<file path="config.mk">
export PLATFORM = sky130hd
export DESIGN_NAME = csma_retry_ctrl
export DESIGN_NICKNAME = d
export VERILOG_FILES = /design/src/rtl/csma_pkg.sv /design/src/rtl/csma_lfsr.sv /design/src/rtl/csma_backoff_timer.sv /design/src/rtl/csma_retry_ctrl.sv
export SDC_FILE = /design/constraint.sdc
export NUM_CORES = 1
export LEC_CHECK = 0
export ABC_AREA = 0
export BUFFER_PORTS_ARGS = -buffer_cell sky130_fd_sc_hd__buf_2
export CAP_MARGIN = 20
export CORE_MARGIN = 2
export CORE_UTILIZATION = 55
export CTS_CLUSTER_DIAMETER = 200
export DETAILED_ROUTE_END_ITERATION = 8
export PLACE_DENSITY = 0.85
export SETUP_SLACK_MARGIN = 0.05
export SYNTH_ARGS = -nofsm -noshare
export SYNTH_HDL_FRONTEND = slang
export SYNTH_SLANG_ARGS = --single-unit
export TNS_END_PERCENT = 20
</file>
<file path="constraint.sdc">
create_clock -name clk_i -period 2.11 [get_ports clk_i]
set_input_delay 0.3165 -clock clk_i [delete_from_list [all_inputs] [get_ports clk_i]]
set_output_delay 0.3165 -clock clk_i [all_outputs]
set_load 0.005 [all_outputs]
</file>
<file path="src/rtl/csma_pkg.sv">
package csma_pkg;
  typedef enum logic [2:0] {
    ST_IDLE,
    ST_DEFER,
    ST_TX,
    ST_JAM,
    ST_BACKOFF
  } csma_state_e;
endpackage

</file>
<file path="src/rtl/csma_lfsr.sv">
module csma_lfsr #(
  parameter int unsigned    W    = 16,
  parameter logic [W-1:0]   SEED = 'hACE1,
  parameter logic [W-1:0]   TAPS = 'hB400
) (
  input  logic         clk_i,
  input  logic         rst_ni,
  output logic [W-1:0] lfsr_o
);
  logic [W-1:0] q;

  // Galois form, shifts right every cycle
  always_ff @(posedge clk_i or negedge rst_ni) begin
    if (!rst_ni) q <= SEED;
    else         q <= (q >> 1) ^ ({W{q[0]}} & TAPS);
  end

  assign lfsr_o = q;
endmodule

</file>
<file path="src/rtl/csma_backoff_timer.sv">
module csma_backoff_timer #(
  parameter int unsigned SLOT_CYCLES = 12800,
  parameter int unsigned SLOT_W      = 10
) (
  input  logic              clk_i,
  input  logic              rst_ni,
  input  logic              load_i,
  input  logic [SLOT_W-1:0] slots_i,
  output logic              expired_o
);
  localparam int unsigned CYC_W = $clog2(SLOT_CYCLES + 1);
  localparam logic [CYC_W-1:0] CYC_LAST = CYC_W'(SLOT_CYCLES - 1);

  logic [SLOT_W-1:0] slots_q;
  logic [CYC_W-1:0]  cyc_q;

  // slot count and in-slot cycle count nested: no multiplier
  always_ff @(posedge clk_i or negedge rst_ni) begin
    if (!rst_ni) begin
      slots_q <= '0;
      cyc_q   <= '0;
    end else if (load_i) begin
      slots_q <= slots_i;
      cyc_q   <= CYC_LAST;
    end else if (slots_q != '0) begin
      if (cyc_q == '0) begin
        slots_q <= slots_q - 1'b1;
        cyc_q   <= CYC_LAST;
      end else begin
        cyc_q <= cyc_q - 1'b1;
      end
    end
  end

  assign expired_o = (slots_q == '0);
endmodule

</file>
<file path="src/rtl/csma_retry_ctrl.sv">
module csma_retry_ctrl
  import csma_pkg::*;
#(
  parameter int unsigned         JAM_CYCLES    = 20,
  parameter int unsigned         SLOT_CYCLES   = 12800,
  parameter int unsigned         MAX_ATTEMPTS  = 16,
  parameter int unsigned         BACKOFF_LIMIT = 10,
  parameter int unsigned         LFSR_W        = 16,
  parameter logic [LFSR_W-1:0]   LFSR_SEED     = 'hACE1,
  parameter logic [LFSR_W-1:0]   LFSR_TAPS     = 'hB400
) (
  input  logic clk_i,
  input  logic rst_ni,
  input  logic tx_req_i,
  input  logic medium_busy_i,
  input  logic collision_i,
  input  logic tx_end_i,
  output logic tx_start_o,
  output logic jam_o,
  output logic tx_abort_o,
  output logic done_o,
  output logic fail_o
);
  localparam int unsigned ATT_W = $clog2(MAX_ATTEMPTS + 1);
  localparam int unsigned JAM_W = $clog2(JAM_CYCLES + 1);
  localparam logic [ATT_W-1:0] ATT_LAST = ATT_W'(MAX_ATTEMPTS);
  localparam logic [JAM_W-1:0] JAM_LAST = JAM_W'(JAM_CYCLES - 1);

  csma_state_e              state_q;
  logic [ATT_W-1:0]         attempts_q;
  logic [JAM_W-1:0]         jam_cnt_q;
  logic [LFSR_W-1:0]        lfsr_q;
  logic [BACKOFF_LIMIT-1:0] slot_mask;
  logic [BACKOFF_LIMIT-1:0] slot_draw;
  logic                     jam_end;
  logic                     bo_expired;
  logic start_q, abort_q, done_q, fail_q;

  csma_lfsr #(
    .W    (LFSR_W),
    .SEED (LFSR_SEED),
    .TAPS (LFSR_TAPS)
  ) u_lfsr (
    .clk_i  (clk_i),
    .rst_ni (rst_ni),
    .lfsr_o (lfsr_q)
  );

  // mask width is min(attempts, limit): bit i set when i < attempts
  always_comb begin
    for (int i = 0; i < BACKOFF_LIMIT; i++) begin
      slot_mask[i] = (32'(i) < 32'(attempts_q));
    end
  end

  assign slot_draw = lfsr_q[BACKOFF_LIMIT-1:0] & slot_mask;
  assign jam_end   = (state_q == ST_JAM) && (jam_cnt_q == '0);

  csma_backoff_timer #(
    .SLOT_CYCLES (SLOT_CYCLES),
    .SLOT_W      (BACKOFF_LIMIT)
  ) u_backoff (
    .clk_i     (clk_i),
    .rst_ni    (rst_ni),
    .load_i    (jam_end),
    .slots_i   (slot_draw),
    .expired_o (bo_expired)
  );

  always_ff @(posedge clk_i or negedge rst_ni) begin
    if (!rst_ni) begin
      state_q    <= ST_IDLE;
      attempts_q <= '0;
      jam_cnt_q  <= '0;
      start_q    <= 1'b0;
      abort_q    <= 1'b0;
      done_q     <= 1'b0;
      fail_q     <= 1'b0;
    end else begin
      start_q <= 1'b0;
      abort_q <= 1'b0;
      done_q  <= 1'b0;
      fail_q  <= 1'b0;
      unique case (state_q)
        ST_IDLE: if (tx_req_i) state_q <= ST_DEFER;
        ST_DEFER: begin
          if (!medium_busy_i) begin
            state_q    <= ST_TX;
            start_q    <= 1'b1;
            attempts_q <= attempts_q + 1'b1;
          end
        end
        ST_TX: begin
          if (collision_i) begin
            state_q   <= ST_JAM;
            jam_cnt_q <= JAM_LAST;
          end else if (tx_end_i) begin
            state_q    <= ST_IDLE;
            done_q     <= 1'b1;
            attempts_q <= '0;
          end
        end
        ST_JAM: begin
          if (jam_cnt_q == '0) begin
            abort_q <= 1'b1;
            if (attempts_q == ATT_LAST) begin
              fail_q     <= 1'b1;
              attempts_q <= '0;
              state_q    <= ST_IDLE;
            end else begin
              state_q <= ST_BACKOFF;
            end
          end else begin
            jam_cnt_q <= jam_cnt_q - 1'b1;
          end
        end
        ST_BACKOFF: if (bo_expired) state_q <= ST_DEFER;
        default: state_q <= ST_IDLE;
      endcase
    end
  end

  assign tx_start_o = start_q;
  assign jam_o      = (state_q == ST_JAM);
  assign tx_abort_o = abort_q;
  assign done_o     = done_q;
  assign fail_o     = fail_q;
endmodule

</file>
==> results by group, run 1 <==
Synth
  – Top_reg_cell synth: dfrtp_1
  – Sequential element share of the synthesized area: 53.7%
  – Top-area cell type share of the netlist area: 45.9%
  – Syn_area_per_cell: 10.4 um2
  – Ranking of synthesized cells by area: dfrtp_1 46%, dfstp_2 7.9%, xor2_1 4.6%
  – Cell taking the most area after synthesis: dfrtp_1
  – Mapped Nets: 269
  – EDFF count, synth: 0
  – Warning count from the yosys run: 0
  – #FFs+latches synth: 57
  – Most frequent cell after synthesis: dfrtp_1
  – Synth top cells by count: 49 x dfrtp_1, 19 x nor2_1, 18 x nand3_1, 17 x nand2_1
  – Post-synth cell types: 43
  – Mapped Cells: 258
  – Ys async rst share: 100%
  – Mapped Area: 2670 um2

Clocking
  – Root Driver: clkbuf_8
  – Sink Count: 57
  – Reg clk slew, reported paths: 0.07 ns
  – Buffer levels on the longest clock path: 2
  – H-tree Lvls: 3
  – TritonCTS Buffers: 9
  – CTS tree: yes
  – Latest clock arrival within the worst-skew pair: 0.33 ns

Setup path
  – Worst stage delay on the critical path: 0.55 ns
  – Crit path kind: flop to flop
  – Worst R2R Start: u_backoff.cyc_q[4]
  – Slowest cell on the critical path: or4_4
  – CP endpoint kind: flop
  – Startpoint Class: flop
  – Crit-path max FO: 5
  – CP Data Arrival Time: 2.33 ns
  – Crit-path cells: or4_4, a311oi_4, buf_4, nand3_1, or3_1, a31oi_1
  – Worst reg-to-reg path cell count: 6
  – Worst r2r dst: u_backoff.slots_q[7]
  – FF-to-FF setup slack: 0.03 ns
  – WP data required: 2.36 ns

Placed design
  – Total placed cells including tap cells: 334
  – Final Wtd Congestion: 0.829
  – Post-DP HPWL: 3.56 mm
  – PortBufs: 10
  – Worst slack, placed: 0.00811 ns

STA
  – WHS: 0.205 ns
  – RSZ-0062 raised after global routing: yes
  – Final setup violating endpoints: 0
  – Fin crit period: 2.08 ns
  – PnR worst setup slack: 0.0289 ns
  – Max Clock Freq: 481 MHz
  – Clk_skew: 0.00768 ns
  – Worst-Margin Slew: 0.431 ns
  – Final period utilization: 98.6%
  – Hold Fails Final Rpt: 0
  – Final Max Tran Viols: 0
  – Worst slew margin: 71.0%

Global route
  – Largest net degree at the start of global routing: 58
  – Grt ovf: 0
  – Vias in the first global route: 1938
  – First-pass GRT wire length: 8.85 mm
  – Initial antenna violation count: 0
  – Total Routing Usage GR: 21.8%

Route
  – DR WL/cell: 15.4 um
  – 1st-pass router iterations: 4
  – Vias/cell: 5.95
  – Total routed wirelength: 5.41 mm
  – Starting DRT DRC Count: 134
  – Via count: 2094
  – Post-route ant nets: 0
  – Residual DRC: 0

Min path
  – Hold worst-path end: tx_start_o
  – WHS Path Cells: 2
  – Worst Hold Class: input port to flop
  – Min-delay src: medium_busy_i

Power and ir drop
  – Peak VDD IR: 0.778 mV
  – LEAKAGE: 1.43 nW
  – Power Density: 1400 nW/um2

Die
  – Initial Util: 57.0%
  – Rows: 25
  – Die area: 5430 um2
  – Die W: 73.7 um
  – Io pins: 11
  – Die H: 73.7 um
  – Core area: 4690 um2

Cells and area
  – Layout cells sized above 1: 20.8%
  – Layout area overhead: 18.8%
  – Final #Nets: 304
  – Finished Layout Cells: 352
  – Filler cell count: 366
  – ANT cells: 0

Flow run
  – Max_cap viols: 0

Run status
  – Status: complete, no violations
where the power goes:
group	total (mW)	switching [mW]	internal, mW
Clock	1.05	0.405	0.641
Sequential	1.81	0.384	1.42
Combinational	1.60	0.852	0.745
worst max-delay path: cells and delay by family (launching register included):
family / cells / cell delay (ns)
simple gates: 3 / 0.99
compound gates: 2 / 0.42
flops: 1 / 0.39
buf+inv: 1 / 0.19
layout by cell type, fill, tap and decap left out, types with 2 or more instances in the layout:
cell / synthesis / final
a211o_1: 3 / 3
nor2b_1: 2 / 2
clkbuf_8: 0 / 12
o211ai_1: 4 / 4
nand3_1: 18 / 18
nor4_1: 6 / 6
xnor2_1: 6 / 6
dfrtp_1: 49 / 49
buf_4: 0 / 21
nand4_1: 2 / 2
mux2i_1: 2 / 2
nor3_1: 7 / 7
nand2_1: 17 / 17
or4_4: 2 / 2
and2_1: 3 / 3
nor4b_1: 4 / 3
xor2_1: 14 / 14
or4_1: 3 / 3
buf_2: 1 / 10
and3_1: 2 / 2
a31oi_1: 8 / 8
o21ai_0: 10 / 10
o31ai_1: 2 / 2
ha_1: 5 / 4
inv_1: 12 / 12
clkbuf_1: 8 / 2
dfstp_2: 8 / 8
nand2b_1: 4 / 4
nor2_1: 19 / 19
or3_1: 4 / 4
nand3b_1: 5 / 5
a21oi_1: 14 / 14
worst max-delay path by stage:
stage / to / cells past startpoint / slack [ns] / startpoint
after global routing: u_backoff.slots_q[7] / 6 / -0.07 / u_backoff.cyc_q[4]
after global placement: u_backoff.slots_q[7] / 6 / 0.05 / u_backoff.cyc_q[5]
after floorplan: u_backoff.slots_q[8] / 5 / 0.09 / u_backoff.cyc_q[5]
after CTS: u_backoff.slots_q[7] / 6 / 0.06 / u_backoff.cyc_q[4]
after detailed placement: u_backoff.slots_q[7] / 6 / 0.008 / u_backoff.cyc_q[5]
final: u_backoff.slots_q[7] / 6 / 0.03 / u_backoff.cyc_q[4]
metrics by stage:
| step | utilization (%) | setup TNS (ns) | area (um2) | power [mW] |
|---|---|---|---|---|
| 2_1_floorplan | - | 0 | 2680 | 2.83 |
| 3_3_place_gp | 62.5 | 0 | 2930 | 3.25 |
| 3_5_place_dp | 62.5 | 0 | 2930 | 3.33 |
| 4_1_cts | 67.3 | 0 | 3160 | 4.42 |
| 5_1_grt | 67.7 | -0.173 | 3180 | 4.76 |
| 6_report | 67.7 | 0 | 3180 | 4.45 |
sequential cells by signal, indices dropped and copies added, names as in the netlist:
name and count:
attempts_q 5, u_lfsr.lfsr_o 16, u_backoff.slots_q 10, tx_start_o 1
done_o 1, jam_cnt_q 5, u_backoff.cyc_q 14, tx_abort_o 1
fail_o 1, state_q 3
layout make-up:
class                      count  area (um2)  area share, %
timing repair buffer          33         238           7.49
clock buffer                  14         173           5.44
clock inverter                 2        35.0           1.10
tap                           54        67.6           2.13
inverter                      12        45.0           1.42
multi-input combinational    180        1180           37.2
sequential                    57        1440           45.2
layer usage:
| metal | vias up | track usage [%] | wire length [um] |
|---|---|---|---|
| met4 | 0 | 8.69 | 78 |
| met1 | 1012 | 30.3 | 2600 |
| met5 | - | 0 | 0 |
| met3 | 14 | 6.72 | 266 |
| li1 | 999 | - | - |
| met2 | 69 | 31.9 | 2470 |
cell families (layout without fill, tap and decap cells):
| family | count (synthesis) | in the layout | synth area share, % |
|---|---|---|---|
| buf+inv | 21 | 61 | 3.00 |
| fa+ha+maj | 5 | 5 | 2.34 |
| compound gates | 48 | 48 | 11.6 |
| xor+xnor | 20 | 20 | 6.55 |
| flops | 57 | 57 | 53.7 |
| mux | 2 | 2 | 0.749 |
| simple gates | 105 | 105 | 22.0 |
timing repair:
item / in CTS / in global routing
buffers inserted: 1 / 0
pin swaps: 1 / 1
gates resized for setup: 0 / 3
endpoints found under the setup margin: 2 / 7
hold buffers: 1 / 0
endpoints found under the hold margin: 49 / 0
Power figures use the tool's default switching activity.
==> inputs of run 2 (changes only) <==
--- a/config.mk
+++ b/config.mk
@@ -5,14 +5,14 @@
 export SDC_FILE = /design/constraint.sdc
 export NUM_CORES = 1
 export LEC_CHECK = 0
-export ABC_AREA = 0
+export ABC_AREA = 1
 export BUFFER_PORTS_ARGS = -buffer_cell sky130_fd_sc_hd__buf_2
 export CAP_MARGIN = 20
 export CORE_MARGIN = 2
-export CORE_UTILIZATION = 55
+export CORE_UTILIZATION = 45
 export CTS_CLUSTER_DIAMETER = 200
 export DETAILED_ROUTE_END_ITERATION = 8
-export PLACE_DENSITY = 0.85
+export PLACE_DENSITY = 0.73
 export SETUP_SLACK_MARGIN = 0.05
 export SYNTH_ARGS = -nofsm -noshare
 export SYNTH_HDL_FRONTEND = slang
==> run 2 against run 1 <==
Net effect:
- first-iteration DRC count down 24%
- worst setup slack better by 0.23 ns
- core utilization fell by 16 points
==> results by group, run 2 <==
Synth
  – Synth Area in Compound Gates: 6.18% (-5.4 points)
  – Mux contribution to synthesized area: 0% (-0.75 points)
  – Top_reg_cell synth: dfrtp_1
  – Mapped Area: 3020 um2 (+13%)
  – Warning count from the yosys run: 0 (unchanged)
  – Most frequent cell after synthesis: nand2_1
  – Cell taking the most area after synthesis: dfrtp_1
  – Adder-Cell Fraction of Synth Area: 2.07% (-0.27 points)
  – Ranking of synthesized cells by area: dfrtp_1 41%, nand2_1 13%, nand3_1 7.1%
  – Synth top cells by count: 103 x nand2_1, 51 x nor2_1, 49 x dfrtp_1, 43 x nand3_1, 39 x inv_1
  – Mapped Cells: 378 (+47%)
  – Post-Synth XOR/XNOR Area: 2.61% (-3.9 points)
  – Largest family of logic cells by synthesized area: simple AND/OR/NAND/NOR gates
  – Sequential element share of the synthesized area: 47.6% (-6.1 points)
  – Top-area cell type share of the netlist area: 40.7% (-5.2 points)
  – Fraction of the mapped netlist area in simple logic gates: 34.6% (+13 points)
  – Syn_area_per_cell: 7.98 um2 (-23%)
  – Post-synth cell types: 34 (-21%)
  – Ys async rst share: 100% (unchanged)
  – Mapped Nets: 389 (+45%)
  – EDFF count, synth: 0 (unchanged)
  – #FFs+latches synth: 57 (unchanged)

Route
  – 1st-pass router iterations: 4 (unchanged)
  – Residual DRC: 0 (unchanged)
  – Post-route ant nets: 0 (unchanged)
  – DR WL/cell: 11.9 um (-22%)
  – Vias/cell: 5.02 (-16%)
  – Via count: 2394 (+14%)
  – Starting DRT DRC Count: 102 (-24%)
  – Total routed wirelength: 5.69 mm (+5.0%)

Placed design
  – Post-DP HPWL: 4.03 mm (+13%)
  – Placed inst area: 3130 um2 (+6.8%)
  – Total placed cells including tap cells: 461 (+38%)
  – PortBufs: 10 (unchanged)
  – Final Wtd Congestion: 0.838 (+1.1%)

Global route
  – First-pass GRT wire length: 10.0 mm (+13%)
  – Total Routing Usage GR: 17.3% (-4.5 points)
  – Vias in the first global route: 2309 (+19%)
  – Initial antenna violation count: 0 (unchanged)
  – Largest net degree at the start of global routing: 58 (unchanged)
  – Grt ovf: 0 (unchanged)

Cells and area
  – Finished Cell Area: 3350 um2 (+5.4%)
  – Max reg flops: 16 (unchanged)
  – Finished Layout Cells: 477 (+36%)
  – Final #Nets: 406 (+34%)
  – Most frequent cells in the layout: 103 x nand2_1, 51 x nor2_1, 49 x dfrtp_1
  – Layout cells sized above 1: 15.5% (-5.3 points)
  – Layout area overhead: 11.0%
  – Core Util, Final: 52.1% (-16 points)
  – Filler cell count: 625 (+71%)
  – ANT cells: 0 (unchanged)
  – Most common cell after layout, fill and taps aside: nand2_1

Power and ir drop
  – Peak VDD IR: 0.654 mV (-16%)
  – Power Density: 1420 nW/um2 (+1.5%)
  – LEAKAGE: 1.75 nW (+22%)

STA
  – Final Max Tran Viols: 0 (unchanged)
  – Max Clock Freq: 540 MHz (+12%)
  – Clk_skew: 0.00664 ns (-0.00104 ns)
  – Final setup violating endpoints: 0 (unchanged)
  – Setup TNS: 0 ns (unchanged)
  – Worst-Margin Slew: 0.697 ns (+0.266 ns)
  – Hold Fails Final Rpt: 0 (unchanged)
  – RSZ-0062 raised after global routing: no
  – Fin crit period: 1.85 ns (-0.231 ns)
  – Final period utilization: 87.7% (-11 points)
  – Worst slew margin: 53.5% (-17 points)

Clocking
  – Latest clock arrival within the worst-skew pair: 0.34 ns (about the same)
  – CTS tree: yes
  – # hold bufs at CTS: 0 (-1)
  – Reg clk slew, reported paths: 0.07 ns (about the same)
  – Buffer levels on the longest clock path: 2 (unchanged)
  – H-tree Lvls: 3 (unchanged)
  – Total setup buffers inserted after CTS: 0 (-1)
  – TritonCTS Buffers: 9 (unchanged)
  – PostCTS Resize Cnt: 0 (unchanged)
  – Sink Count: 57 (unchanged)
  – Root Driver: clkbuf_8

Die
  – Die area: 7370 um2 (+36%)
  – Core area: 6420 um2 (+37%)
  – Die W: 85.9 um (+16%)
  – Io pins: 11 (unchanged)
  – Initial Util: 47.0% (-10 points)
  – Die H: 85.9 um (+16%)
  – Rows: 29 (+16%)

Min path
  – Worst Hold Class: input port to asynchronous set/reset pin

Setup path
  – Crit-path cells: inv_1, ha_1, nand2_2, nor2_4, nand3_4, nand2_4, inv_4, nand2_1, o21ai_2
  – Startpoint Class: flop
  – Slowest cell on the critical path: dfrtp_1
  – Worst stage delay on the critical path: 0.36 ns (-0.19 ns)
  – WP data required: 2.34 ns (-0.02 ns)
  – Crit-path max FO: 17 (+12)
  – Top cell family by delay on the critical path: simple AND/OR/NAND/NOR gates
  – CP Data Arrival Time: 2.08 ns (-0.25 ns)
  – WP buf/inv: 2 (+1)
  – Crit path kind: flop to flop
  – CP endpoint kind: flop

Run status
  – Status: complete, no violations

Flow run
  – Max_cap viols: 0 (unchanged)
[run 2: cell types whose count changed in the layout (fill, tap and decap cells not counted), sizes merged, moves of 7 or more]
cell,delta
buf,-20
inv,+31
nor2,+40
o21ai,+16
nand2,+92
a21oi,-10
nand3,+27
a31oi,-7
[run 2: cell type report]
| type | instances | area (um2) | area share, % |
|---|---|---|---|
| Sequential cell | 57 | 1440 | 42.9 |
| Multi-Input combinational cell | 273 | 1370 | 41.0 |
| Timing Repair Buffer | 12 | 65.1 | 1.94 |
| Clock buffer | 9 | 124 | 3.70 |
| Clock inverter | 7 | 93.8 | 2.80 |
| Inverter | 42 | 160 | 4.79 |
| Tap cell | 77 | 96.3 | 2.88 |
[run 2: worst paths after layout]
kind,from,endpoint,slack (ns),cells after the start
setup / recovery,u_backoff.slots_q[1],u_backoff.slots_q[0],0.26,9
hold / removal,rst_ni,u_backoff.cyc_q[4],0.09,2
setup reg to reg,u_backoff.slots_q[1],u_backoff.slots_q[0],0.26,9
hold reg to reg,u_lfsr.lfsr_o[12],u_lfsr.lfsr_o[11],0.36,0
max in group asynchronous,rst_ni,u_backoff.slots_q[3],1.54,2
min in group clk_i,medium_busy_i,tx_start_o,0.16,2
[run 2: per-layer routing]
| metal | track usage (%) | vias to the layer above | part of all wire (%) |
|---|---|---|---|
| met5 | 0 | - | 0 |
| met2 | 27.1 | 44 | 45 |
| met3 | 3.75 | 13 | 3.5 |
| met1 | 22.5 | 1097 | 49 |
| met4 | 9.24 | 0 | 2.5 |
| li1 | - | 1240 | - |
[run 2: worst reg2reg max path, stage by stage (launching register included)]
cell,delay (ns)
dfrtp_1,0.36
inv_1,0.13
ha_1,0.26
nand2_2,0.11
nor2_4,0.17
nand3_4,0.21
nand2_4,0.23
inv_4,0.12
nand2_1,0.10
o21ai_2,0.05
[run 2: kinds of logic (layout without fill, tap and decap cells)]
logic type      count (synthesis)  count (layout)
compound gates                 32              32
flops                          57              57
xor+xnor                        9               9
buf+inv                        48              70
simple gates                  227             227
fa+ha+maj                       5               5
[run 2: stage by stage]
stage	worst slack [ns]	total power, mW	hold WS (ns)
finish	0.260	4.76	0.0903
global route	0.0734	5.19	0.166
CTS	0.254	4.80	0.124
detailed placement	0.275	3.64	0.341
global placement	0.333	3.59	0.339
floorplan	0.560	3.25	0.0209
[run 2: power breakdown]
group          switching [mW]  total (mW)  internal [mW]
clock network           0.470        1.13          0.664
logic                    1.25        1.94          0.688
registers               0.296        1.69           1.40
total                    2.02        4.76           2.75
